## src/rtl/pwm_dcnt_pkg.sv

```systemverilog
package pwm_dcnt_pkg;

    localparam int CNT_W_DEF    = 16;
    localparam int PSC_W_DEF    = 8;
    localparam int SEL_W        = 3;
    localparam int DIV_LOG2_MAX = 4;
    localparam int LOG2_W       = 3;

    typedef enum logic [1:0] {
        ST_IDLE = 2'd0,
        ST_RUN  = 2'd1,
        ST_DONE = 2'd2
    } run_state_e;

    // Control word, enable at bit 0 and interrupt enable at the top.
    typedef struct packed {
        logic irq_en;
        logic out_en;
        logic invert;
        logic autoreload;
        logic enable;
    } ctrl_t;

    localparam int CTRL_W = $bits(ctrl_t);

    // log2 of the second-stage division factor for a select code
    function automatic logic [LOG2_W-1:0] sel_to_log2(input logic [SEL_W-1:0] sel);
        case (sel)
            3'd0:    return 3'd1;
            3'd1:    return 3'd2;
            3'd2:    return 3'd3;
            3'd3:    return 3'd4;
            default: return 3'd0;
        endcase
    endfunction

endpackage

```

## src/rtl/pwm_dcnt_regs.sv

```systemverilog
module pwm_dcnt_regs
    import pwm_dcnt_pkg::*;
#(
    parameter int CNT_W = CNT_W_DEF,
    parameter int PSC_W = PSC_W_DEF
) (
    input  logic             clk,
    input  logic             rst,
    input  logic             psc_we,
    input  logic [PSC_W-1:0] psc_in,
    input  logic             sel_we,
    input  logic [SEL_W-1:0] sel_in,
    input  logic             per_we,
    input  logic [CNT_W-1:0] per_in,
    input  logic             cmp_we,
    input  logic [CNT_W-1:0] cmp_in,
    input  logic             ctrl_we,
    input  ctrl_t            ctrl_in,
    input  logic             flag_clr,
    input  logic             period_end,
    output logic [PSC_W-1:0] psc_q,
    output logic [SEL_W-1:0] sel_q,
    output logic [CNT_W-1:0] per_q,
    output logic [CNT_W-1:0] cmp_q,
    output ctrl_t            ctrl_q,
    output logic             flag_q
);

    logic mode_rise;

    assign mode_rise = ctrl_we & ctrl_in.autoreload & ~ctrl_q.autoreload;

    always_ff @(posedge clk) begin
        if (rst) begin
            psc_q  <= '0;
            sel_q  <= '0;
            ctrl_q <= '0;
        end else begin
            if (psc_we)  psc_q  <= psc_in;
            if (sel_we)  sel_q  <= sel_in;
            if (ctrl_we) ctrl_q <= ctrl_in;
        end
    end

    // Mode rising edge wipes period and compare ahead of any plain write.
    always_ff @(posedge clk) begin
        if (rst || mode_rise) begin
            per_q <= '0;
            cmp_q <= '0;
        end else begin
            if (per_we) per_q <= per_in;
            if (cmp_we) cmp_q <= cmp_in;
        end
    end

    // Sticky flag: a set beats a simultaneous clear.
    always_ff @(posedge clk) begin
        if (rst)             flag_q <= 1'b0;
        else if (period_end) flag_q <= 1'b1;
        else if (flag_clr)   flag_q <= 1'b0;
    end

endmodule

```

## src/rtl/pwm_dcnt_prescaler.sv

```systemverilog
module pwm_dcnt_prescaler
    import pwm_dcnt_pkg::*;
#(
    parameter int PSC_W = PSC_W_DEF,
    parameter int DIV_W = DIV_LOG2_MAX
) (
    input  logic             clk,
    input  logic             rst,
    input  logic             run,
    input  logic [PSC_W-1:0] psc,
    input  logic [SEL_W-1:0] sel,
    output logic             step
);

    logic [PSC_W-1:0] pre_cnt;
    logic [DIV_W-1:0] div_cnt;
    logic [DIV_W-1:0] div_last;
    logic [DIV_W:0]   span;
    logic             pre_wrap;
    logic             div_wrap;

    always_comb begin
        span     = (DIV_W+1)'(1) << sel_to_log2(sel);
        div_last = DIV_W'(span - (DIV_W+1)'(1));
    end

    // >= keeps both stages bounded when a smaller value is written mid-count
    assign pre_wrap = (pre_cnt >= psc);
    assign div_wrap = (div_cnt >= div_last);
    assign step     = run & pre_wrap & div_wrap;

    always_ff @(posedge clk) begin
        if (rst || !run) begin
            pre_cnt <= '0;
            div_cnt <= '0;
        end else if (pre_wrap) begin
            pre_cnt <= '0;
            div_cnt <= div_wrap ? '0 : div_cnt + 1'b1;
        end else begin
            pre_cnt <= pre_cnt + 1'b1;
        end
    end

endmodule

```

## src/rtl/pwm_dcnt_counter.sv

```systemverilog
module pwm_dcnt_counter
    import pwm_dcnt_pkg::*;
#(
    parameter int CNT_W = CNT_W_DEF
) (
    input  logic             clk,
    input  logic             rst,
    input  logic             enable,
    input  logic             autoreload,
    input  logic             step,
    input  logic [CNT_W-1:0] per,
    input  logic [CNT_W-1:0] cmp,
    output logic [CNT_W-1:0] cnt,
    output logic [CNT_W-1:0] act_cmp,
    output logic             run,
    output logic             period_end
);

    run_state_e state;
    logic       at_zero;

    assign at_zero    = (cnt == '0);
    assign run        = enable & (state == ST_RUN);
    assign period_end = run & step & at_zero;

    always_ff @(posedge clk) begin
        if (rst) begin
            state   <= ST_IDLE;
            cnt     <= '0;
            act_cmp <= '0;
        end else if (!enable) begin
            state <= ST_IDLE;
        end else begin
            case (state)
                ST_IDLE: begin
                    cnt     <= per;
                    act_cmp <= cmp;
                    state   <= ST_RUN;
                end
                ST_RUN: begin
                    if (step) begin
                        if (!at_zero) begin
                            cnt <= cnt - 1'b1;
                        end else if (autoreload) begin
                            cnt     <= per;
                            act_cmp <= cmp;
                        end else begin
                            state <= ST_DONE;
                        end
                    end
                end
                default: state <= ST_DONE;
            endcase
        end
    end

endmodule

```

## src/rtl/pwm_dcnt_outstage.sv

```systemverilog
module pwm_dcnt_outstage #(
    parameter int CNT_W = 16
) (
    input  logic             run,
    input  logic             invert,
    input  logic             out_en,
    input  logic [CNT_W-1:0] cnt,
    input  logic [CNT_W-1:0] act_cmp,
    output logic             pwm
);

    logic raw;

    assign raw = run & (cnt < act_cmp);
    assign pwm = out_en & (raw ^ invert);

endmodule

```

## src/rtl/pwm_dcnt_channel.sv

```systemverilog
module pwm_dcnt_channel
    import pwm_dcnt_pkg::*;
#(
    parameter int CNT_W = CNT_W_DEF,
    parameter int PSC_W = PSC_W_DEF
) (
    input  logic              clk,
    input  logic              rst,
    input  logic              cfg_psc_we,
    input  logic [PSC_W-1:0]  cfg_psc,
    input  logic              cfg_sel_we,
    input  logic [SEL_W-1:0]  cfg_sel,
    input  logic              cfg_per_we,
    input  logic [CNT_W-1:0]  cfg_per,
    input  logic              cfg_cmp_we,
    input  logic [CNT_W-1:0]  cfg_cmp,
    input  logic              cfg_ctrl_we,
    input  logic [CTRL_W-1:0] cfg_ctrl,
    input  logic              flag_clr,
    output logic              pwm_out,
    output logic [CNT_W-1:0]  count_val,
    output logic              period_flag,
    output logic              irq
);

    logic [PSC_W-1:0] psc_q;
    logic [SEL_W-1:0] sel_q;
    logic [CNT_W-1:0] per_q;
    logic [CNT_W-1:0] cmp_q;
    logic [CNT_W-1:0] act_cmp;
    ctrl_t            ctrl_q;
    logic             ctl_en;
    logic             ctl_auto;
    logic             ctl_inv;
    logic             ctl_oe;
    logic             ctl_ie;
    logic             step;
    logic             run;
    logic             period_end;

    assign ctl_en   = ctrl_q.enable;
    assign ctl_auto = ctrl_q.autoreload;
    assign ctl_inv  = ctrl_q.invert;
    assign ctl_oe   = ctrl_q.out_en;
    assign ctl_ie   = ctrl_q.irq_en;

    pwm_dcnt_regs #(
        .CNT_W(CNT_W),
        .PSC_W(PSC_W)
    ) u_regs (
        .clk       (clk),
        .rst       (rst),
        .psc_we    (cfg_psc_we),
        .psc_in    (cfg_psc),
        .sel_we    (cfg_sel_we),
        .sel_in    (cfg_sel),
        .per_we    (cfg_per_we),
        .per_in    (cfg_per),
        .cmp_we    (cfg_cmp_we),
        .cmp_in    (cfg_cmp),
        .ctrl_we   (cfg_ctrl_we),
        .ctrl_in   (ctrl_t'(cfg_ctrl)),
        .flag_clr  (flag_clr),
        .period_end(period_end),
        .psc_q     (psc_q),
        .sel_q     (sel_q),
        .per_q     (per_q),
        .cmp_q     (cmp_q),
        .ctrl_q    (ctrl_q),
        .flag_q    (period_flag)
    );

    pwm_dcnt_prescaler #(
        .PSC_W(PSC_W),
        .DIV_W(DIV_LOG2_MAX)
    ) u_presc (
        .clk (clk),
        .rst (rst),
        .run (run),
        .psc (psc_q),
        .sel (sel_q),
        .step(step)
    );

    pwm_dcnt_counter #(
        .CNT_W(CNT_W)
    ) u_cnt (
        .clk       (clk),
        .rst       (rst),
        .enable    (ctl_en),
        .autoreload(ctl_auto),
        .step      (step),
        .per       (per_q),
        .cmp       (cmp_q),
        .cnt       (count_val),
        .act_cmp   (act_cmp),
        .run       (run),
        .period_end(period_end)
    );

    pwm_dcnt_outstage #(
        .CNT_W(CNT_W)
    ) u_out (
        .run    (run),
        .invert (ctl_inv),
        .out_en (ctl_oe),
        .cnt    (count_val),
        .act_cmp(act_cmp),
        .pwm    (pwm_out)
    );

    assign irq = period_flag & ctl_ie;

endmodule

```

## config.mk

```make
export PLATFORM = sky130hd
export DESIGN_NAME = pwm_dcnt_channel
export DESIGN_NICKNAME = d
export VERILOG_FILES = /design/src/rtl/pwm_dcnt_pkg.sv /design/src/rtl/pwm_dcnt_regs.sv /design/src/rtl/pwm_dcnt_prescaler.sv /design/src/rtl/pwm_dcnt_counter.sv /design/src/rtl/pwm_dcnt_outstage.sv /design/src/rtl/pwm_dcnt_channel.sv
export SDC_FILE = /design/constraint.sdc
export NUM_CORES = 1
export LEC_CHECK = 0
export ABC_CLOCK_PERIOD_IN_PS = 2900
export BUFFER_PORTS_ARGS = -buffer_cell sky130_fd_sc_hd__buf_2
export CORE_ASPECT_RATIO = 0.6
export CORE_MARGIN = 2
export CORE_UTILIZATION = 25
export CTS_CLUSTER_SIZE = 20
export DETAILED_ROUTE_END_ITERATION = 12
export HOLD_SLACK_MARGIN = 0.02
export REMOVE_ABC_BUFFERS = 1
export SYNTH_ARGS = -nofsm -noshare
export SYNTH_HDL_FRONTEND = slang
export SYNTH_SLANG_ARGS = --single-unit
```

## constraint.sdc

```tcl
create_clock -name clk -period 2.9 [get_ports clk]
set_clock_uncertainty 0.15 [all_clocks]
set_input_delay 0.145 -clock clk [delete_from_list [all_inputs] [get_ports clk]]
set_output_delay 0.145 -clock clk [all_outputs]
set_load 0.02 [all_outputs]
```

==> results.cfg <==
[run]
drv_cap = 0

[yosys]
synth-async-reset-ratio_pct = 0
synth_area_sq_um = 4780
synth_edf_count = 0
synth_top_area_share_pct = 39.8
muxShareOfSynthArea_pct = 13.6
synth_top_family_by_area = simple AND/OR/NAND/NOR gates
synth_area_leaders = dfxtp_1 (40%), mux2i_1 (14%), ha_1 (8.1%)
synth_compound_area_share_pct = 12.2
yosysUniqueCellTypes = 55
ys_ff_latch = 95
syn_inst = 530
synth_xor_area_share_pct = 1.65
synth.yosys.warnings = 0
yosysSeqAreaShare_pct = 39.8
synth_flop_cell = dfxtp_1
synthAdderAreaFrac_pct = 8.12
syn-mean-instance-area_sq_um = 9.02
synth-simple-area-share_pct = 19.5
synth_area_leader_cell = dfxtp_1

[setup_path]
crit_path_start_kind = flop
required_ns = 2.61
r2r-end = u_cnt.act_cmp[1]
startpoint = u_cnt.act_cmp[13]
rrSetupSlack_ns = 0.32
critPathMaxFanout = 3
worstPathArrival_ns = 2.43
critPathKind = flop to primary output
endpoint_kind = primary output
r2r_cells = 9
r2r_start = u_presc.div_cnt[0]

[timing]
setup_viol = 0
rsz0062_at_grt = false
slew_viol_final = 0
finalCriticalPeriod_ns = 2.72
timing.fmax_mhz = 367
tightest_slew_ns = 0.805
final-hold-violation-count = 0
relSlewSlack_pct = 46.3
fin_crit_sh_pct = 93.9
finalSetupTns_ns = 0

[placement]
dp_cells = 837
dp_hpwl_microns = 9250
place_congestion = 0.802
numPortBuffers = 74

[power_and_ir_drop]
p_int_mw = 2.18
sequentialPowerShare_pct = 45.8
powerDensity_nw_per_um2 = 485
p_sw_share_pct = 28.3
vdd.ir_drop.worst_v = 0.000281
power_switching_uw = 858
p_total_mw = 3.04
leakagePower_nw = 2.80
clockPowerShare_pct = 39.9
combPwrFrac_pct = 14.3

[clock_tree]
numCtsBuffers = 9
clk_latency_ns = 0.35
clockBufferDepth = 2
cts_setup_buffers = 0
cts_tree = built
htreeDepth = 3
clk_pin_slew_worst_paths_ns = 0.08
clock-sinks = 95
clockRootBuffer = clkbuf_16

[drt]
drt_wl_total_microns = 12600
drt_first_pass_iters = 4
wl_per_cell_microns = 13.9
vias_per_cell = 4.48
drt_iter0_drc = 280
drc_errors = 0
vias = 4058
ant_nets = 0

[floorplanning]
io-pin-count = 75
die_w_microns = 182
die_h_microns = 111
initial_utilization_pct = 25.3
rows = 39
core_sq_um = 18900
fp.dieArea_sq_um = 20300

[finish]
nNetsFinal = 741
syn_to_final_growth_pct = 31.0
antenna_cells = 0
layoutNonFillerInstCount = 905
drive_gt1_share_pct = 17.5
fillCellCount = 1983
utilization_pct = 33.1

[min_path]
min_from = rst
hp-class = primary input to flop
hold_depth = 2
hold_path_end = u_regs.psc_q[5]

[status]
status = completed

[global_routing]
track_usage_pct = 12.9
grt_pass1_wl_microns = 20400
grt_max_degree = 54
grt_antenna_before_repair = 0
grt-ovfl-total = 0
grt_pass1_vias = 3741
## synthesized netlist by cell type (2+ instances only)
cell type  instances
clkbuf_1          18
nand2_1           15
xnor2_1            2
o21a_1             3
nor3b_1            2
o21ai_0           11
a211oi_1           3
o2111ai_1          2
ha_1              31
dfxtp_1           95
mux2i_1           65
o211ai_1           2
buf_2              5
a21oi_1           29
nand4_1            6
or4_1              3
nor2_1            91
a31oi_1            2
a21o_1             5
a211o_1            2
nor2b_1            6
o31ai_1            6
buf_6              3
inv_1             32
nand2b_1          13
and2_1             2
or2_2              2
o32ai_1            7
o21ai_1            3
or3_1              3
nor3_1            10
xor2_1             7
nand3_1           15
and3_1             3
nor4_1             5
nand3b_1           2
## power groups by stage
stage                     sequential [mW]  combinational [mW]  clock, mW
final                                1.39               0.435       1.21
after global routing                 1.40               0.486       1.31
after CTS                            1.39               0.435       1.25
after detailed placement             1.42               0.377          0
after global placement               1.42               0.374          0
after floorplan                      1.41               0.230          0
## per-layer routing
metal	wire length [microns]	part of all wire (%)	vias up	track usage, %
met1	7320	58	1847	20.6
met3	538	4.3	5	3.15
li1	-	-	2115	-
met5	0	0	-	0
met4	60	0.48	0	2.47
met2	4650	37	91	16.9
## critical path, stage by stage, from the launching register on
cell	delay (ns)
dfxtp_1	0.36
inv_1	0.07
ha_1	0.29
a21o_1	0.16
a21o_1	0.17
a211oi_1	0.38
o21ai_0	0.18
a211o_1	0.29
buf_2	0.18
## through the flow
step	hold slack (ns)	area, sq um	setup slack, ns
CTS	0.0201	6260	0.185
floorplan	0.0641	4650	-0.0988
global placement	0.228	5430	0.419
detailed placement	0.235	5430	0.295
global route	0.0553	6260	0.0473
finish	0.0366	6260	0.178
## registers in the layout, indices dropped and copies added, names as in the netlist
| name | flops |
|---|---|
| u_cnt.act_cmp | 16 |
| u_cnt.cnt | 16 |
| u_regs.cmp_q | 16 |
| u_regs.per_q | 16 |
| u_presc.pre_cnt | 8 |
| u_regs.psc_q | 8 |
| u_regs.ctrl_q | 5 |
| u_presc.div_cnt | 4 |
| u_regs.sel_q | 3 |
| u_cnt.state | 2 |
| u_regs.flag_q | 1 |
## worst max path at each step
| stage | endpoint |
|---|---|
| floorplan | u_cnt.cnt[10] |
| global placement | u_cnt.act_cmp[1] |
| detailed placement | u_cnt.act_cmp[1] |
| CTS | pwm_out |
| global route | pwm_out |
| finish | pwm_out |
## cell usage in the layout, fill, tap and decap left out, types with 6 or more instances in the layout
cell / instances
buf_4: 13
mux2i_1: 65
nor2_1: 91
inv_1: 32
o32ai_1: 7
o21ai_0: 11
a21oi_1: 29
nand3_1: 15
nand4_1: 6
dfxtp_1: 94
nand2_1: 15
buf_2: 74
ha_1: 31
nor2b_1: 6
o31ai_1: 6
dlygate4sd3_1: 52
nor3_1: 10
clkbuf_16: 9
nand2b_1: 13
xor2_1: 7
## logic make-up after synthesis
group,count (synthesis)
flops,95
xor+xnor,9
simple gates,187
compound gates,85
mux,65
buf+inv,58
fa+ha+maj,31
## final cells by class
| class | instances | area, sq um | share of cell area [%] |
|---|---|---|---|
| Multi-Input combinational cell | 377 | 2630 | 42.0 |
| Sequential cell | 95 | 1900 | 30.4 |
| Timing Repair Buffer | 139 | 988 | 15.8 |
| Tap cell | 246 | 308 | 4.92 |
| Clock buffer | 9 | 225 | 3.60 |
| Inverter | 32 | 120 | 1.92 |
| Clock inverter | 7 | 82.6 | 1.32 |
## timing repair
item	in CTS	in global routing
setup endpoints to repair	0	1
endpoints found under the hold margin	49	0
hold buffers	52	0
resized for setup	0	1
Note: power is estimated with default switching activity, not from simulation.
